**src/rtl/alu_pkg.sv**
```systemverilog
package alu_pkg;

    parameter int unsigned DATA_W  = 16;
    parameter int unsigned SLICE_W = 4;

    typedef enum logic [3:0] {
        FN_ADD = 4'd0,
        FN_SUB = 4'd1,
        FN_AND = 4'd2,
        FN_OR  = 4'd3,
        FN_XOR = 4'd4,
        FN_NOT = 4'd5,
        FN_SHL = 4'd6,
        FN_SHR = 4'd7,
        FN_ROL = 4'd8,
        FN_ROR = 4'd9,
        FN_CMP = 4'd10
    } fn_e;

    typedef struct packed {
        logic z;
        logic c;
        logic n;
        logic v;
    } flags_t;

    function automatic logic fn_valid(input logic [3:0] f);
        return f <= FN_CMP;
    endfunction

    function automatic logic fn_is_logic(input logic [3:0] f);
        return (f == FN_AND) || (f == FN_OR) || (f == FN_XOR) || (f == FN_NOT);
    endfunction

    function automatic logic fn_is_shift(input logic [3:0] f);
        return (f == FN_SHL) || (f == FN_SHR) || (f == FN_ROL) || (f == FN_ROR);
    endfunction

endpackage

```
**src/rtl/alu_slice.sv**
```systemverilog
module alu_slice #(
    parameter int unsigned W = 4
) (
    input  logic [W-1:0] a,
    input  logic [W-1:0] b,
    input  logic         cin,
    output logic [W-1:0] sum,
    output logic         gen,
    output logic         prop
);
    logic [W:0] raw;

    always_comb begin
        raw  = {1'b0, a} + {1'b0, b};
        sum  = raw[W-1:0] + {{(W-1){1'b0}}, cin};
        gen  = raw[W];
        prop = &(a ^ b);
    end
endmodule

```
**src/rtl/alu_lookahead.sv**
```systemverilog
module alu_lookahead #(
    parameter int unsigned N = 4
) (
    input  logic [N-1:0] gen,
    input  logic [N-1:0] prop,
    input  logic         cin,
    output logic [N:0]   carry
);
    logic acc;

    always_comb begin
        acc   = 1'b0;
        carry = '0;
        for (int i = 0; i <= N; i++) begin
            acc = cin;
            for (int j = 0; j < i; j++) begin
                acc = gen[j] | (prop[j] & acc);
            end
            carry[i] = acc;
        end
    end
endmodule

```
**src/rtl/alu_shifter.sv**
```systemverilog
module alu_shifter #(
    parameter int unsigned W = 16
) (
    input  logic [W-1:0] a,
    input  logic         left,
    input  logic         rot,
    output logic [W-1:0] y,
    output logic         out_bit
);
    always_comb begin
        if (left) begin
            out_bit = a[W-1];
            y       = {a[W-2:0], rot ? a[W-1] : 1'b0};
        end else begin
            out_bit = a[0];
            y       = {rot ? a[0] : 1'b0, a[W-1:1]};
        end
    end
endmodule

```
**src/rtl/alu_latched.sv**
```systemverilog
module alu_latched
    import alu_pkg::*;
#(
    parameter int unsigned DW = alu_pkg::DATA_W,
    parameter int unsigned SW = alu_pkg::SLICE_W
) (
    input  logic          clk,
    input  logic          rst,
    input  logic [DW-1:0] reg_rd,
    input  logic          ld_a,
    input  logic [DW-1:0] bus_in,
    input  logic          ld_b,
    input  logic [3:0]    func,
    input  logic          op_go,
    input  logic          res_en,
    output logic [DW-1:0] res_out,
    output logic          flag_z,
    output logic          flag_c,
    output logic          flag_n,
    output logic          flag_v
);
    localparam int unsigned NS = DW / SW;

    logic [DW-1:0] opa_q, opb_q, res_q;
    flags_t        flg_q;

    // operand latches
    always_ff @(posedge clk) begin
        if (rst) begin
            opa_q <= '0;
            opb_q <= '0;
        end else begin
            if (ld_a) opa_q <= reg_rd;
            if (ld_b) opb_q <= bus_in;
        end
    end

    p_a_hold_r1: assert property (@(posedge clk) disable iff (rst)
        !ld_a |=> $stable(opa_q));
    p_b_hold_r2: assert property (@(posedge clk) disable iff (rst)
        !ld_b |=> $stable(opb_q));

    // sliced adder with lookahead
    logic          sub_mode;
    logic [DW-1:0] b_eff, sum;
    logic [NS-1:0] g_s, p_s;
    logic [NS:0]   c_s;

    assign sub_mode = (func == FN_SUB) || (func == FN_CMP);
    assign b_eff    = sub_mode ? ~opb_q : opb_q;

    for (genvar s = 0; s < NS; s++) begin : g_slice
        alu_slice #(.W(SW)) u_slice (
            .a    (opa_q[s*SW +: SW]),
            .b    (b_eff[s*SW +: SW]),
            .cin  (c_s[s]),
            .sum  (sum[s*SW +: SW]),
            .gen  (g_s[s]),
            .prop (p_s[s])
        );
    end

    alu_lookahead #(.N(NS)) u_cla (
        .gen   (g_s),
        .prop  (p_s),
        .cin   (sub_mode),
        .carry (c_s)
    );

    // shift / rotate of A
    logic [DW-1:0] shy;
    logic          sh_out;

    alu_shifter #(.W(DW)) u_shift (
        .a       (opa_q),
        .left    ((func == FN_SHL) || (func == FN_ROL)),
        .rot     ((func == FN_ROL) || (func == FN_ROR)),
        .y       (shy),
        .out_bit (sh_out)
    );

    // function select
    logic [DW-1:0] nxt_res;
    flags_t        nxt_flg;

    always_comb begin
        nxt_res = '0;
        nxt_flg = '0;
        case (func)
            FN_ADD: begin
                nxt_res   = sum;
                nxt_flg.c = c_s[NS];
                nxt_flg.v = (opa_q[DW-1] == opb_q[DW-1]) && (sum[DW-1] != opa_q[DW-1]);
            end
            FN_SUB, FN_CMP: begin
                nxt_res   = sum;
                nxt_flg.c = ~c_s[NS];
                nxt_flg.v = (opa_q[DW-1] != opb_q[DW-1]) && (sum[DW-1] != opa_q[DW-1]);
            end
            FN_AND: nxt_res = opa_q & opb_q;
            FN_OR:  nxt_res = opa_q | opb_q;
            FN_XOR: nxt_res = opa_q ^ opb_q;
            FN_NOT: nxt_res = ~opa_q;
            FN_SHL, FN_SHR, FN_ROL, FN_ROR: begin
                nxt_res   = shy;
                nxt_flg.c = sh_out;
            end
            default: nxt_res = '0;
        endcase
        nxt_flg.z = (nxt_res == '0);
        nxt_flg.n = nxt_res[DW-1];
    end

    // result latch and flag register
    always_ff @(posedge clk) begin
        if (rst) begin
            res_q <= '0;
            flg_q <= '0;
        end else begin
            if (res_en && fn_valid(func) && (func != FN_CMP)) res_q <= nxt_res;
            if (op_go && fn_valid(func)) flg_q <= nxt_flg;
        end
    end

    p_cmp_keeps_result_r4: assert property (@(posedge clk) disable iff (rst)
        (func == FN_CMP) |=> $stable(res_q));
    p_flags_hold_r10: assert property (@(posedge clk) disable iff (rst)
        (!op_go || !fn_valid(func)) |=> $stable(flg_q));
    p_logic_clears_cv_r9: assert property (@(posedge clk) disable iff (rst)
        (op_go && fn_is_logic(func)) |=> (!flg_q.c && !flg_q.v));
    p_shift_no_v_r8: assert property (@(posedge clk) disable iff (rst)
        (op_go && fn_is_shift(func)) |=> !flg_q.v);
    p_result_hold_r3: assert property (@(posedge clk) disable iff (rst)
        !res_en |=> $stable(res_q));

    assign res_out = res_q;
    assign flag_z  = flg_q.z;
    assign flag_c  = flg_q.c;
    assign flag_n  = flg_q.n;
    assign flag_v  = flg_q.v;

endmodule

```
**config.mk**
```make
export PLATFORM = sky130hd
export DESIGN_NAME = alu_latched
export DESIGN_NICKNAME = d
export VERILOG_FILES = /design/src/rtl/alu_pkg.sv /design/src/rtl/alu_slice.sv /design/src/rtl/alu_lookahead.sv /design/src/rtl/alu_shifter.sv /design/src/rtl/alu_latched.sv
export SDC_FILE = /design/constraint.sdc
export NUM_CORES = 1
export LEC_CHECK = 0
export BUFFER_PORTS_ARGS = -buffer_cell sky130_fd_sc_hd__buf_2
export CAP_MARGIN = 20
export CORE_MARGIN = 3
export CORE_UTILIZATION = 30
export DETAILED_ROUTE_END_ITERATION = 12
export PLACE_DENSITY = 0.57
export SLEW_MARGIN = 30
export SYNTH_ARGS = -nofsm -noshare
export SYNTH_HDL_FRONTEND = slang
export SYNTH_SLANG_ARGS = --single-unit
```
**constraint.sdc**
```tcl
create_clock -name clk -period 10.1 [get_ports clk]
set_input_delay 2.02 -clock clk [delete_from_list [all_inputs] [get_ports clk]]
set_output_delay 2.02 -clock clk [all_outputs]
set_load 0.02 [all_outputs]
```
Word-level counts from Yosys, hierarchy flattened
Index checks and enable logic that the tools add are counted.
{"block": "word_totals", "register_bits": 52}
{"block": "classes", "addsub": 8, "order_cmp": 1, "eq_ne": 14, "muxes": 8, "bitwise": 18, "n_reduce_logical": 17}
{"operator": "$pmux 16 s6", "count": 1}
{"operator": "$mux 16", "count": 2}
{"operator": "$not 16->16", "count": 2}
{"operator": "$add 4x4->5", "count": 4}
{"operator": "$add 4x1->4", "count": 4}
{"operator": "$and 16x16->16", "count": 1}
{"operator": "$eq 4x3->1 const B", "count": 4}
{"operator": "$logic_not 16->1", "count": 1}
{"operator": "$or 16x16->16", "count": 1}
{"operator": "$reduce_and 4->1", "count": 4}
{"operator": "$xor 16x16->16", "count": 1}
{"operator": "$xor 4x4->4", "count": 4}
{"operator": "$eq 4x4->1 const B", "count": 3}
{"operator": "$eq 4x2->1 const B", "count": 2}
{"operator": "$logic_and 1x1->1", "count": 5}
{"operator": "$and 1x1->1", "count": 4}
{"operator": "$eq 4x1->1 const B", "count": 1}
{"operator": "$le 4x4->1 const B", "count": 1}
{"operator": "$logic_not 4->1", "count": 1}
{"operator": "$ne 4x4->1 const B", "count": 1}
{"operator": "$or 1x1->1", "count": 4}
{"operator": "$reduce_or 4->1", "count": 1}
{"operator": "$logic_or 1x1->1", "count": 3}
{"operator": "$mux 1", "count": 3}
{"operator": "7 further kinds", "count": 8}

Depth between registers and ports, before layout
{"block": "depth", "depth_word": 15, "depth_mapped": 20, "ltp_nobuf": 17}

Modules after synthesis
Synthesis repeated with hierarchy kept, for this count alone.
{"block": "hier_totals", "hier_cells": 602, "hier_area_um2": 4949.7}
{"module": "alu_latched", "n_inst": 1, "cells_each": 460, "area_each_um2": 3691.0, "seq_area_each_um2": 1041.0}
{"module": "alu_slice", "n_inst": 4, "cells_each": 28, "area_each_um2": 239.0, "seq_area_each_um2": 0.0}
{"module": "alu_shifter", "n_inst": 1, "cells_each": 23, "area_each_um2": 249.0, "seq_area_each_um2": 0.0}
{"module": "alu_lookahead", "n_inst": 1, "cells_each": 7, "area_each_um2": 53.8, "seq_area_each_um2": 0.0}

Worst setup path before layout
Ideal clock, no wire load.
{"block": "synth_path", "path_kind": "input -> register", "startpoint": "input port func[1]", "endpoint": "register flg_q, in the netlist flag_z", "setup_time_ns": 0.084, "t_arrival_ns": 5.881, "t_required_ns": 10.016, "path_slack_ns": 4.134, "path_stages": 17, "path_cell_list": "buf_6 -> buf_4 -> or3b_4 -> a21oi_4 -> buf_2 -> xnor2_1 -> ha_1 -> fa_1 -> a21oi_1 -> o21bai_1 -> or2_2 -> ha_1 -> ha_1 -> a2111oi_0 -> and4_1 -> nand4_1 -> o31ai_2"}
{"block": "synth_between", "elab_chain_cells": 14}
{"item": "from (decl)", "line": "alu_latched.sv:13", "text": "input logic [3:0] func,"}
{"item": "branches (longest 14 deep; another with $add 4x4->5)"}
{"item": "to (signal assigned)", "line": "alu_latched.sv:121", "text": "if (op_go && fn_valid(func)) flg_q <= nxt_flg;"}
{"item": "to (decl)", "line": "alu_latched.sv:25", "text": "flags_t flg_q;"}
Several ways; the timed one is not identified.
A chain may end at the register's enable or synchronous reset.

Worst setup path after layout
{"block": "layout_path", "startpoint": "input port func[0]", "endpoint": "register flg_q, in the netlist flag_z"}
The elaborated chain is that of the path after synthesis.

==> flow_metrics.env <==
export IMPL_status="complete, no violations"
export IMPL_ys_warn_count=0
export IMPL_routed_via_density=5.17
export IMPL_power_uw=610
export IMPL_regToRegStartpoint="opb_q[0]"
export IMPL_cellLeakagePower_uw=0.00235
export IMPL_drv_cap=0
export IMPL_yosysUniqueCellTypes=61
export IMPL_syn_avg_cell_area_um2=8.56
export IMPL_n_antenna_cell=0
export IMPL_core_um2=15300
export IMPL_area_delta_synth_final_pct=12.0
export IMPL_yosysMostFrequentCell="nor2_1"
export IMPL_grt_antenna_before_repair=0
export IMPL_vias=4103
export IMPL_synth_seq_cells=52
export IMPL_wl_per_cell_um=16.2
export IMPL_clk_pin_slew_ns=0.08
export IMPL_postCtsSetupBuffers=0
export IMPL_placementRows=45
export IMPL_fin_crit_sh_pct=67.7
export IMPL_crit_path_start="func[0]"
export IMPL_fin_area_um2=5280
export IMPL_clk_latency_ns=0.30
export IMPL_rsz0062_at_grt="false"
export IMPL_synth_commonest_cells="nor2_1, ha_1, dfxtp_1, mux2i_1, inv_1"
export IMPL_setup_ws_ns=3.26
export IMPL_hp_class="reg -> reg"
export IMPL_place_ws_ns=3.06
export IMPL_finalWirelength_um=12900
export IMPL_syn_inst=550
export IMPL_placed_cell_area_um2=5100
export IMPL_slew_headroom_pct=40.1
export IMPL_final_max_slew_violation_count=0
export IMPL_dr_pass1_iters=5
export IMPL_cts_resized_gates=0
export IMPL_drt_iter0_markers=187
export IMPL_synth_nets=652
export IMPL_finalSetupViolCount=0
export IMPL_fin_setup_tns_ns=0
export IMPL_fin_util_pct=34.6
export IMPL_gp_congestion=0.929
export IMPL_timing_critical_path_fanout_max=79
export IMPL_skew_ns=0.00734
export IMPL_netlist_area_um2=4710
export IMPL_grt_overflow=0
export IMPL_numClockSinks=52
export IMPL_layout_nets=683
export IMPL_ctsRootBufferMaster="clkbuf_16"
export IMPL_dieArea_um2=17200
export IMPL_r2r_slack_ns=6.37
export IMPL_hold_viol_final=0
export IMPL_ys_async_sr_fraction_pct=0
export IMPL_drc=0
export IMPL_grt_pass1_wl_um=21500
export IMPL_ff2ff_path_depth=13
export IMPL_grt_pass1_vias=4143
export IMPL_worst_r2r_endpoint="flag_z"
export IMPL_critPathRequiredTime_ns=10.33
export IMPL_port_buffer_count=61
export IMPL_yosysTopAreaCellShare_pct=22.1
export IMPL_fmax_ghz=0.146
export IMPL_numCtsBuffers=5
export IMPL_start_util_pct=30.9
export IMPL_clk_path_buf_depth=2
export IMPL_holdBufCountCts=0
export IMPL_ant_nets=0
export IMPL_dpl_hpwl_um=9620
export IMPL_worst_slew_pin_slew_ns=0.875
export IMPL_hold_start="flag_v"
export IMPL_grt_max_degree=80
export IMPL_min_period_ns=6.84
export IMPL_tritoncts="built"
export IMPL_synth_edff_count=0
export IMPL_die_width_um=131
export IMPL_synth_main_ff_cell="dfxtp_1"
export IMPL_path_class="in -> reg"
export IMPL_ys_seq_area_share_pct=22.1
export IMPL_synth_area_leader_cell="dfxtp_1"
export IMPL_io_pins=62
export IMPL_cp_end_kind="flip-flop"
export IMPL_dieHeight_um=131
export IMPL_ys_top_cells_by_area="dfxtp_1, ha_1, mux2i_1"
export IMPL_ir_drop_mv=0.0600
export IMPL_p_per_area_nw_per_um2=116
export IMPL_htreeDepth=2
export IMPL_cp_start_kind="input port"
export IMPL_cp_arrival_ns=7.07
export IMPL_cp_endpoint="flag_z"
export IMPL_drive_gt1_share_pct=14.1
export IMPL_grtUsageTotal_pct=15.0
## worst min path at each step
stage | cells past startpoint | endpoint
6_report | 2 | flag_v
5_1_grt | 2 | flag_v
4_1_cts | 2 | flag_v
3_5_place_dp | 2 | flag_v
3_3_place_gp | 2 | flag_v
2_1_floorplan | 2 | opb_q[0]
## through the flow
| step | hold WS, ns | std cells |
|---|---|---|
| 6_report | 0.462 | 793 |
| 4_1_cts | 0.465 | 793 |
| 2_1_floorplan | 0.490 | 550 |
| 5_1_grt | 0.477 | 793 |
| 3_3_place_gp | 0.450 | 785 |
| 3_5_place_dp | 0.453 | 785 |
## state kept, by name, indices dropped and copies added (netlist names)
register,count
opa_q,16
opb_q,16
res_out,16
flag_c,1
flag_n,1
flag_v,1
flag_z,1
## kinds of logic (layout without fill, tap and decap cells)
group / count (synthesis) / in the layout / synth area share, %
AOI/OAI and AO/OA: 117 / 117 / 17.6
xor gates and xnor gates: 29 / 29 / 6.03
adders and majority gates: 60 / 60 / 16.6
buffers and inverters: 84 / 116 / 7.76
DFF: 52 / 52 / 22.1
muxes: 47 / 47 / 9.99
and+or+nand+nor: 161 / 161 / 19.9
## critical path: stages
cell	delay [ns]
buf_2	0.08
buf_4	0.60
or3b_4	0.50
a21oi_4	0.61
xnor2_1	0.13
ha_1	0.23
fa_1	0.41
a21oi_1	0.17
o21bai_1	0.09
or2_2	0.30
ha_1	0.22
ha_1	0.27
a2111oi_0	0.77
and4_1	0.30
nand4_1	0.12
o31ai_2	0.18
## layout make-up
cell class,instances,area [µm²]
Inverter,45,169
Fill cell,1585,9980
Clock buffer,5,125
Sequential cell,52,1040
Timing Repair Buffer,63,323
Multi-Input combinational cell,414,3310
Clock inverter,3,46.3
Tap cell,211,264
## where the power goes
| group | leakage [µW] | internal, µW | switching [µW] |
|---|---|---|---|
| Clock | 0.0000857 | 118 | 85.1 |
| Sequential | 0.000428 | 217 | 15.3 |
| Combinational | 0.00184 | 73.5 | 100 |
## layer usage
layer	global-route usage [%]	share of wire (%)	up-vias
met3	2.87	5.5	13
met5	0	0	-
met4	4.49	1.7	0
li1	-	-	2039
met2	24.7	46	92
met1	19.8	47	1959
## placed cells by master, fill, tap and decap left out, types with 4 or more instances in the layout
| master | n |
|---|---|
| nor2b_1 | 7 |
| nor4bb_1 | 17 |
| clkbuf_16 | 5 |
| inv_1 | 44 |
| a21o_1 | 6 |
| o211ai_1 | 4 |
| nor2_1 | 62 |
| dfxtp_1 | 52 |
| nand2_1 | 12 |
| a211o_1 | 4 |
| a221oi_1 | 4 |
| xor2_1 | 6 |
| buf_2 | 60 |
| xnor2_1 | 21 |
| nand3_1 | 5 |
| o21ai_0 | 12 |
| fa_1 | 4 |
| nand4_1 | 7 |
| nand3b_1 | 9 |
| mux2i_1 | 47 |
| a211oi_1 | 21 |
| nor3b_1 | 7 |
| a21oi_1 | 30 |
| a2111oi_0 | 5 |
| nand2b_1 | 16 |
| ha_1 | 56 |
(Power assumes the default switching activity.)
